## src/rtl/mu_pkg.sv

```systemverilog
package mu_pkg;

    localparam int DATA_W   = 32;
    localparam int ADDR_W   = 3;
    localparam int FLAG_W   = 3;

    // register addresses
    localparam logic [ADDR_W-1:0] ADDR_CTRL = 3'd4;
    localparam logic [ADDR_W-1:0] ADDR_STAT = 3'd5;

    // status layout: per-index groups descend from their top bit
    localparam int ST_TXE_TOP = 23;
    localparam int ST_RXF_TOP = 27;
    localparam int ST_GPP_TOP = 31;
    localparam int ST_NMI     = 3;
    localparam int ST_BUSY    = 4;
    localparam int ST_EVT     = 5;

    // control layout
    localparam int CT_NMI     = 3;
    localparam int CT_GPR_TOP = 19;
    localparam int CT_RXE_TOP = 23;
    localparam int CT_GPE_TOP = 27;
    localparam int CT_FEE     = 28;

    typedef struct packed {
        logic              sel;
        logic              we;
        logic [ADDR_W-1:0] addr;
        logic [DATA_W-1:0] wdata;
    } mu_bus_t;

    // bit position of index n in a group whose index 0 sits at top
    function automatic int grp_bit(input int top, input int n);
        return top - n;
    endfunction

endpackage

```

## src/rtl/mu_msg_channel.sv

```systemverilog
module mu_msg_channel #(
    parameter int N_SLOTS = 4,
    parameter int W       = 32
) (
    input  logic                      clk,
    input  logic                      rst,
    input  logic [N_SLOTS-1:0]        wr_en,
    input  logic [W-1:0]              wr_data,
    input  logic [N_SLOTS-1:0]        rd_en,
    output logic [N_SLOTS-1:0]        occ_o,
    output logic [N_SLOTS-1:0][W-1:0] data_o
);

    for (genvar n = 0; n < N_SLOTS; n++) begin : g_slot
        logic         occ_q;
        logic [W-1:0] data_q;

        always_ff @(posedge clk) begin
            if (rst) begin
                occ_q  <= 1'b0;
                data_q <= '0;
            end else if (wr_en[n] && !occ_q) begin
                occ_q  <= 1'b1;
                data_q <= wr_data;
            end else if (rd_en[n] && occ_q) begin
                occ_q  <= 1'b0;
            end
        end

        assign occ_o[n]  = occ_q;
        assign data_o[n] = data_q;

        // an occupied slot keeps its word when written again
        p_no_overwrite_r2: assert property (@(posedge clk) disable iff (rst)
            (wr_en[n] && occ_o[n]) |=> $stable(data_o[n]));

        // draining a full slot leaves it empty
        p_read_drains_r3: assert property (@(posedge clk) disable iff (rst)
            (rd_en[n] && occ_o[n]) |=> !occ_o[n]);
    end

endmodule

```

## src/rtl/mu_side.sv

```systemverilog
module mu_side
    import mu_pkg::*;
#(
    parameter int N_SLOTS     = 4,
    parameter int N_GPI       = 4,
    parameter int PROP_CYCLES = 2
) (
    input  logic                           clk,
    input  logic                           rst,
    input  mu_bus_t                        bus_i,
    output logic [DATA_W-1:0]              rdata_o,
    // incoming channel (partner writes, this side reads)
    input  logic [N_SLOTS-1:0]             rx_full_i,
    input  logic [N_SLOTS-1:0][DATA_W-1:0] rx_data_i,
    output logic [N_SLOTS-1:0]             rx_rd_o,
    // outgoing channel (this side writes)
    input  logic [N_SLOTS-1:0]             tx_occ_i,
    output logic [N_SLOTS-1:0]             tx_wr_o,
    output logic [DATA_W-1:0]              tx_data_o,
    // flags
    output logic [FLAG_W-1:0]              flags_far_o,
    input  logic [FLAG_W-1:0]              flags_far_i,
    // doorbells
    output logic [N_GPI-1:0]               gp_req_o,
    input  logic [N_GPI-1:0]               gp_pend_i,
    output logic [N_GPI-1:0]               gp_ack_o,
    input  logic [N_GPI-1:0]               gp_ack_i,
    output logic                           nmi_req_o,
    input  logic                           nmi_pend_i,
    output logic                           nmi_ack_o,
    input  logic                           nmi_ack_i,
    output logic                           irq_o
);

    localparam int CNT_W = $clog2(PROP_CYCLES + 1);

    logic ctrl_wr, stat_wr;
    logic [FLAG_W-1:0] w_flags;
    logic [N_GPI-1:0]  w_gp_set, w_gp_ack, w_gpen;
    logic [N_SLOTS-1:0] w_rxen;

    logic [FLAG_W-1:0] flags_q, far_q, prev_q;
    logic              busy_q, evt_q, nmi_q, fee_q;
    logic [CNT_W-1:0]  cnt_q;
    logic [N_GPI-1:0]  gp_req_q, gpen_q;
    logic [N_SLOTS-1:0] rxen_q;
    logic [DATA_W-1:0] ctrl_word, stat_word;

    assign ctrl_wr   = bus_i.sel && bus_i.we && (bus_i.addr == ADDR_CTRL);
    assign stat_wr   = bus_i.sel && bus_i.we && (bus_i.addr == ADDR_STAT);
    assign w_flags   = bus_i.wdata[FLAG_W-1:0];
    assign tx_data_o = bus_i.wdata;

    always_comb begin
        for (int n = 0; n < N_SLOTS; n++) begin
            tx_wr_o[n] = bus_i.sel &&  bus_i.we && (bus_i.addr == ADDR_W'(n));
            rx_rd_o[n] = bus_i.sel && !bus_i.we && (bus_i.addr == ADDR_W'(n));
            w_rxen[n]  = bus_i.wdata[grp_bit(CT_RXE_TOP, n)];
        end
        for (int g = 0; g < N_GPI; g++) begin
            w_gp_set[g] = bus_i.wdata[grp_bit(CT_GPR_TOP, g)];
            w_gpen[g]   = bus_i.wdata[grp_bit(CT_GPE_TOP, g)];
            w_gp_ack[g] = bus_i.wdata[grp_bit(ST_GPP_TOP, g)];
        end
    end

    assign gp_ack_o  = stat_wr ? (w_gp_ack & gp_pend_i) : '0;
    assign nmi_ack_o = stat_wr && bus_i.wdata[ST_NMI] && nmi_pend_i;

    // flag value and its delayed copy toward the partner
    always_ff @(posedge clk) begin
        if (rst) begin
            flags_q <= '0;
            far_q   <= '0;
            busy_q  <= 1'b0;
            cnt_q   <= '0;
        end else if (busy_q) begin
            if (cnt_q == CNT_W'(1)) begin
                far_q  <= flags_q;
                busy_q <= 1'b0;
            end else begin
                cnt_q <= cnt_q - CNT_W'(1);
            end
        end else if (ctrl_wr && (w_flags != flags_q)) begin
            flags_q <= w_flags;
            busy_q  <= 1'b1;
            cnt_q   <= CNT_W'(PROP_CYCLES);
        end
    end

    assign flags_far_o = far_q;

    // control fields, requests and the change event
    always_ff @(posedge clk) begin
        if (rst) begin
            rxen_q   <= '0;
            gpen_q   <= '0;
            fee_q    <= 1'b0;
            gp_req_q <= '0;
            nmi_q    <= 1'b0;
            prev_q   <= '0;
            evt_q    <= 1'b0;
        end else begin
            if (ctrl_wr) begin
                rxen_q <= w_rxen;
                gpen_q <= w_gpen;
                fee_q  <= bus_i.wdata[CT_FEE];
            end
            gp_req_q <= (gp_req_q | (ctrl_wr ? w_gp_set : '0)) & ~gp_ack_i;
            nmi_q    <= (nmi_q | (ctrl_wr && bus_i.wdata[CT_NMI])) & ~nmi_ack_i;
            prev_q   <= flags_far_i;
            evt_q    <= (evt_q & ~(stat_wr && bus_i.wdata[ST_EVT]))
                      | (flags_far_i != prev_q);
        end
    end

    assign gp_req_o  = gp_req_q;
    assign nmi_req_o = nmi_q;
    assign irq_o     = (|(rx_full_i & rxen_q)) | (|(gp_pend_i & gpen_q)) | (evt_q & fee_q);

    // register images
    always_comb begin
        ctrl_word = '0;
        stat_word = '0;
        ctrl_word[FLAG_W-1:0] = flags_q;
        ctrl_word[CT_NMI]     = nmi_q;
        ctrl_word[CT_FEE]     = fee_q;
        stat_word[FLAG_W-1:0] = flags_far_i;
        stat_word[ST_NMI]     = nmi_pend_i;
        stat_word[ST_BUSY]    = busy_q;
        stat_word[ST_EVT]     = evt_q;
        for (int n = 0; n < N_SLOTS; n++) begin
            ctrl_word[grp_bit(CT_RXE_TOP, n)] = rxen_q[n];
            stat_word[grp_bit(ST_TXE_TOP, n)] = !tx_occ_i[n];
            stat_word[grp_bit(ST_RXF_TOP, n)] = rx_full_i[n];
        end
        for (int g = 0; g < N_GPI; g++) begin
            ctrl_word[grp_bit(CT_GPR_TOP, g)] = gp_req_q[g];
            ctrl_word[grp_bit(CT_GPE_TOP, g)] = gpen_q[g];
            stat_word[grp_bit(ST_GPP_TOP, g)] = gp_pend_i[g];
        end
    end

    always_comb begin
        rdata_o = '0;
        if (bus_i.addr == ADDR_CTRL) begin
            rdata_o = ctrl_word;
        end else if (bus_i.addr == ADDR_STAT) begin
            rdata_o = stat_word;
        end else begin
            for (int n = 0; n < N_SLOTS; n++) begin
                if (bus_i.addr == ADDR_W'(n)) rdata_o = rx_data_i[n];
            end
        end
    end

    // flags frozen while a propagation is in flight
    p_flags_locked_r6: assert property (@(posedge clk) disable iff (rst)
        (busy_q && ctrl_wr) |=> (flags_q == $past(flags_q)));

    // when busy ends the partner copy equals the local value
    p_far_on_release_r5: assert property (@(posedge clk) disable iff (rst)
        $fell(busy_q) |-> (flags_far_o == flags_q));

    // the change event stays until cleared
    p_evt_sticky_r10: assert property (@(posedge clk) disable iff (rst)
        (evt_q && !(stat_wr && bus_i.wdata[ST_EVT])) |=> evt_q);

    for (genvar g = 0; g < N_GPI; g++) begin : g_chk
        // a raised request drops only on acknowledge
        p_req_held_r7: assert property (@(posedge clk) disable iff (rst)
            (gp_req_o[g] && !gp_ack_i[g]) |=> gp_req_o[g]);
    end

endmodule

```

## src/rtl/mu_dual_top.sv

```systemverilog
module mu_dual_top
    import mu_pkg::*;
#(
    parameter int N_SLOTS     = 4,
    parameter int N_GPI       = 4,
    parameter int PROP_CYCLES = 2
) (
    input  logic        clk,
    input  logic        rst,
    input  logic        a_sel,
    input  logic        a_we,
    input  logic [2:0]  a_addr,
    input  logic [31:0] a_wdata,
    output logic [31:0] a_rdata,
    output logic        a_irq,
    output logic        a_nmi,
    input  logic        b_sel,
    input  logic        b_we,
    input  logic [2:0]  b_addr,
    input  logic [31:0] b_wdata,
    output logic [31:0] b_rdata,
    output logic        b_irq,
    output logic        b_nmi
);

    mu_bus_t bus_a, bus_b;
    assign bus_a = '{sel: a_sel, we: a_we, addr: a_addr, wdata: a_wdata};
    assign bus_b = '{sel: b_sel, we: b_we, addr: b_addr, wdata: b_wdata};

    logic [N_SLOTS-1:0]             wr_ab, rd_ab, occ_ab, wr_ba, rd_ba, occ_ba;
    logic [N_SLOTS-1:0][DATA_W-1:0] dat_ab, dat_ba;
    logic [DATA_W-1:0]              txd_a, txd_b;
    logic [FLAG_W-1:0]              far_a, far_b;
    logic [N_GPI-1:0]               req_a, req_b, ack_a, ack_b;
    logic                           nreq_a, nreq_b, nack_a, nack_b;

    mu_msg_channel #(.N_SLOTS(N_SLOTS), .W(DATA_W)) u_ch_ab (
        .clk(clk), .rst(rst), .wr_en(wr_ab), .wr_data(txd_a),
        .rd_en(rd_ab), .occ_o(occ_ab), .data_o(dat_ab));

    mu_msg_channel #(.N_SLOTS(N_SLOTS), .W(DATA_W)) u_ch_ba (
        .clk(clk), .rst(rst), .wr_en(wr_ba), .wr_data(txd_b),
        .rd_en(rd_ba), .occ_o(occ_ba), .data_o(dat_ba));

    mu_side #(.N_SLOTS(N_SLOTS), .N_GPI(N_GPI), .PROP_CYCLES(PROP_CYCLES)) u_side_a (
        .clk(clk), .rst(rst), .bus_i(bus_a), .rdata_o(a_rdata),
        .rx_full_i(occ_ba), .rx_data_i(dat_ba), .rx_rd_o(rd_ba),
        .tx_occ_i(occ_ab), .tx_wr_o(wr_ab), .tx_data_o(txd_a),
        .flags_far_o(far_a), .flags_far_i(far_b),
        .gp_req_o(req_a), .gp_pend_i(req_b), .gp_ack_o(ack_a), .gp_ack_i(ack_b),
        .nmi_req_o(nreq_a), .nmi_pend_i(nreq_b), .nmi_ack_o(nack_a), .nmi_ack_i(nack_b),
        .irq_o(a_irq));

    mu_side #(.N_SLOTS(N_SLOTS), .N_GPI(N_GPI), .PROP_CYCLES(PROP_CYCLES)) u_side_b (
        .clk(clk), .rst(rst), .bus_i(bus_b), .rdata_o(b_rdata),
        .rx_full_i(occ_ab), .rx_data_i(dat_ab), .rx_rd_o(rd_ab),
        .tx_occ_i(occ_ba), .tx_wr_o(wr_ba), .tx_data_o(txd_b),
        .flags_far_o(far_b), .flags_far_i(far_a),
        .gp_req_o(req_b), .gp_pend_i(req_a), .gp_ack_o(ack_b), .gp_ack_i(ack_a),
        .nmi_req_o(nreq_b), .nmi_pend_i(nreq_a), .nmi_ack_o(nack_b), .nmi_ack_i(nack_a),
        .irq_o(b_irq));

    assign a_nmi = nreq_b;
    assign b_nmi = nreq_a;

endmodule

```

## config.mk

```make
export PLATFORM = sky130hd
export DESIGN_NAME = mu_dual_top
export DESIGN_NICKNAME = d
export VERILOG_FILES = /design/src/rtl/mu_pkg.sv /design/src/rtl/mu_msg_channel.sv /design/src/rtl/mu_side.sv /design/src/rtl/mu_dual_top.sv
export SDC_FILE = /design/constraint.sdc
export NUM_CORES = 1
export LEC_CHECK = 0
export BUFFER_PORTS_ARGS = -buffer_cell sky130_fd_sc_hd__buf_2
export CORE_MARGIN = 2
export CORE_UTILIZATION = 55
export DETAILED_ROUTE_END_ITERATION = 8
export PLACE_DENSITY = 0.75
export RECOVER_POWER = 100
export SETUP_SLACK_MARGIN = 0.05
export SLEW_MARGIN = 20
export SYNTH_ARGS = -nofsm -noshare
export SYNTH_HDL_FRONTEND = slang
export SYNTH_SLANG_ARGS = --single-unit
```

## constraint.sdc

```tcl
create_clock -name clk -period 2.19 [get_ports clk]
set_input_delay 0.219 -clock clk [delete_from_list [all_inputs] [get_ports clk]]
set_output_delay 0.219 -clock clk [all_outputs]
set_load 0.1 [all_outputs]
```

==> results.rst <==
.. list-table::
   :header-rows: 1

   * - Metric
     - Value
   * - Run status
     - complete, no violations
   * - Last weighted congestion value of the routability-driven placer
     - 0.9594
   * - Maxcap violations
     - 0
   * - Design Area, Final
     - 17150 sq um
   * - Total Routing Usage GR
     - 31.74%
   * - Detailed Route Iter0 Violations
     - 1490
   * - Synth top area cells
     - dfxtp_1 (45%), nand2_1 (16%), a21oi_1 (12%)
   * - Largest net degree at the start of global routing
     - 76
   * - Clock transition at the register clock pins on the worst setup and hold paths after CTS
     - 0.06 ns
   * - Worst IR Drop VDD
     - 0.0006767 V
   * - Detail Route Antenna Nets
     - 0
   * - DP Area
     - 16280 sq um
   * - Core area
     - 25110 sq um
   * - Total CTS buffers
     - 35
   * - Number of warnings issued by yosys
     - 0
   * - Final instance count without filler cells
     - 2246
   * - Hold path endpoint
     - u_side_a.gp_req_o[0]$_SDFF_PP0_
   * - Worst-skew pair later-pin latency
     - 0.50 ns
   * - Critical R2R Capture
     - u_ch_ba.g_slot[1].data_q[24]$_SDFFE_PP0P_
   * - Ordered list of cells on the worst path
     - a22o_1 -> a221oi_1 -> nand3_1 -> buf_4
   * - Count of boundary I/O pins
     - 144
   * - Final HPWL from detailed placement
     - 28.34 mm
   * - Async SR Flop Fraction
     - 0%
   * - Highest net fanout along the worst path
     - 5
   * - Tightest Hold Check Type
     - in -> reg
   * - Vias in the first global route
     - 12740
   * - Critical path endpoint category
     - primary output
   * - Placed cell count
     - 2155
   * - Vias
     - 13240
   * - Number of input and output port buffers inserted
     - 143
   * - Starting Density
     - 55.73%
   * - Overall die area
     - 26730 sq um
   * - Minimum setup slack among reg-to-reg paths
     - 0.21 ns
   * - Synth Area per Inst
     - 7.968 sq um
   * - Horizontal die dimension
     - 163.5 microns
   * - Final critical-path setup slack
     - 0.04411 ns
   * - Via density per instance
     - 5.895
   * - Type of the worst setup path
     - reg -> out
   * - DRC errors left
     - 0
   * - Highest clock rate
     - 0.4660 GHz
   * - Layout-stage area growth over the synthesis result
     - 22.55%
   * - Final global-route overflow total
     - 0
   * - Maximum level of the CTS H-tree
     - 2
   * - WL/cell
     - 19.18 microns
   * - Yosys top cell by area
     - dfxtp_1
   * - Number of fillers in the final layout
     - 2003
   * - CTS tree
     - built
   * - Sum of routed wire length over all layers
     - 43.08 mm
   * - Worst Hold Slack
     - 0.01152 ns
   * - Die Y-Extent
     - 163.5 microns
   * - Gate Count Post-Synth
     - 1756
   * - Number of enable-type register cells in the synthesized netlist
     - 0
   * - Number of setup violations in the final report
     - 0
   * - Critical path launch point type
     - register
   * - Hold Fails Final Rpt
     - 0
   * - Library cell with the highest instance count after synthesis
     - nand2_1
   * - Commonest register cell after synthesis
     - dfxtp_1
   * - Initial antenna violation count
     - 3
   * - Ratio of cells with drive above 1 in the final layout
     - 17.23%
   * - Peak per-stage delay on the critical path
     - 0.42 ns
   * - Clock sink count
     - 318
   * - Period utilization
     - 97.99%
   * - Unrepaired setup endpoints after global routing
     - yes
   * - Total nets after synthesis
     - 1834
   * - R2r startpoint
     - u_ch_ba.g_slot[1].occ_q$_SDFFE_PP0P_
   * - Post-placement worst setup slack
     - 0.2560 ns
   * - Ratio of total power to cell area
     - 744.1 nW/um^2
   * - Area share of the largest cell type after synthesis
     - 45.50%
   * - Total standard cell area after synthesis
     - 13990 sq um
   * - Static power due to leakage
     - 5.990 nW
   * - Max Slew Vio Count
     - 0
   * - Portion of the post-synthesis area used by sequential elements
     - 45.50%
   * - Instance count along the most critical hold path
     - 2
   * - Arrival time of data at the critical path endpoint
     - 1.93 ns
   * - Number of different library cells in the post-synthesis netlist
     - 50
   * - Launch point of the worst hold path
     - b_wdata[31]
   * - Worst Skew
     - 0.007726 ns
   * - Number of cell rows
     - 58
   * - Global-route wire length before repair
     - 67.26 mm
   * - Library cell used as clock root buffer
     - clkbuf_16
   * - Deepest clock path buffer count
     - 3
   * - Leading cell types by count after synthesis
     - nand2_1 (593), a21oi_1 (342), dfxtp_1 (318)
   * - Max_slew headroom
     - 36.03%
   * - Number of iterations in the first detailed-routing pass
     - 7
   * - CP max-delay cell
     - dfxtp_1
   * - Required arrival time at the worst endpoint
     - 1.97 ns
   * - Register bit count reported by yosys
     - 318
   * - Final critical path time including I/O delays and setup
     - 2.146 ns
   * - Final TNS setup
     - 0 ns
   * - Number of nets at the end of the flow
     - 1968
   * - Actual slew at the worst max-slew pin
     - 0.9596 ns
   * - R2R cell count
     - 4
==> kinds of logic (layout without fill, tap and decap cells) <==
family / after synthesis / in the layout / synth area share (%)
XOR/XNOR: 12 / 12 / 0.7511
adder cells (fa/ha/maj): 2 / 2 / 0.1788
AND/OR/NAND/NOR: 742 / 742 / 21.87
multiplexers: 100 / 100 / 9.300
flip-flops: 318 / 318 / 45.50
other: 0 / 1 / 0
buffers and inverters: 148 / 307 / 5.142
AO/OA/AOI/OAI: 434 / 434 / 17.26
==> worst max-delay path by stage <==
stage | startpoint | to | slack, ns | cells after the start
2_1_floorplan | b_addr[2] | b_rdata[0] | -0.53 | 4
3_3_place_gp | b_addr[0] | b_rdata[10] | 0.25 | 5
3_5_place_dp | b_addr[0] | u_ch_ba.g_slot[1].data_q[0]$_SDFFE_PP0P_ | 0.26 | 6
4_1_cts | u_side_a.gp_req_o[1]$_SDFF_PP0_ | b_irq | 0.06 | 4
5_1_grt | u_side_b.gp_req_o[0]$_SDFF_PP0_ | a_irq | 0.03 | 4
6_report | u_side_a.gp_req_o[1]$_SDFF_PP0_ | b_irq | 0.04 | 4
==> state kept, by name, summed over array words and instances (netlist names), 2 cells and up <==
register / count
u_side_a.cnt_q: 2
u_ch_ab.g_slot.occ_q: 4
u_side_b.rxen_q: 4
u_side_b.prev_q: 3
u_side_a.flags_far_o: 3
u_side_a.prev_q: 3
u_side_a.gp_req_o: 4
u_side_b.gp_req_o: 4
u_ch_ba.g_slot.occ_q: 4
u_ch_ba.g_slot.data_q: 128
u_ch_ab.g_slot.data_q: 128
u_side_a.rxen_q: 4
u_side_a.gpen_q: 4
u_side_b.cnt_q: 2
u_side_b.flags_far_o: 3
u_side_b.gpen_q: 4
u_side_a.flags_q: 3
u_side_b.flags_q: 3
==> placed cells by master (no fill, tap or decap), types with 10 or more instances in the layout <==
cell type / n
nand2_1: 593
dlygate4sd3_1: 28
o221ai_1: 10
a311oi_1: 10
buf_4: 44
a21oi_1: 342
mux4_2: 24
clkbuf_16: 37
inv_1: 10
nor2_1: 66
buf_12: 31
mux2i_1: 76
o21ai_0: 11
clkbuf_1: 15
buf_2: 76
clkbuf_2: 35
clkbuf_8: 11
nor2b_1: 23
dfxtp_1: 318
nor2b_2: 12
nand3_1: 12
xnor2_1: 12
clkbuf_4: 11
==> routing by layer <==
layer / routed length [microns] / GRT usage [%] / up-vias
met3: 3887 / 5.231 / 102
met5: 15 / 0 / -
met1: 17310 / 41.21 / 6288
met4: 1447 / 12.56 / 2
li1: - / - / 6206
met2: 20420 / 52.92 / 643
==> stage by stage <==
stage | power [mW] | utilization [%]
after floorplan | 6.667 | -
after global placement | 7.109 | 64.85
after detailed placement | 7.127 | 64.85
after CTS | 12.84 | 70.49
after global routing | 13.10 | 68.28
final | 12.76 | 68.29
==> critical path: cells and delay by family, from the launching register on <==
family | cells | cell delay, ns
and+or+nand+nor | 1 | 0.20
buffers and inverters | 1 | 0.28
AOI/OAI and AO/OA | 2 | 0.52
DFF | 1 | 0.42
==> power by group <==
| group | internal, mW | switching [mW] | total (mW) |
|---|---|---|---|
| registers | 5.86 | 0.0533 | 5.91 |
| clock network | 3.46 | 2.28 | 5.74 |
| logic | 0.361 | 0.740 | 1.10 |
==> area by class of cell <==
type	count	area (sq um)	area share (%)
diodes	1	2.502	0.01459
clock buffers	59	1119	6.523
clock inverters	3	15.01	0.08756
inverters	10	37.54	0.2189
multi-input cells	1290	7232	42.17
flip-flops and latches	318	6366	37.13
well taps	330	412.9	2.408
repair buffers	235	1963	11.45
==> what timing repair did <==
action | in CTS | in global routing
resized for setup | 0 | 4
endpoints found under the setup margin | 0 | 2
hold endpoints to repair | 85 | 0
hold buffers | 28 | 0
setup buffers | 0 | 0
Power figures use the tool's default switching activity.
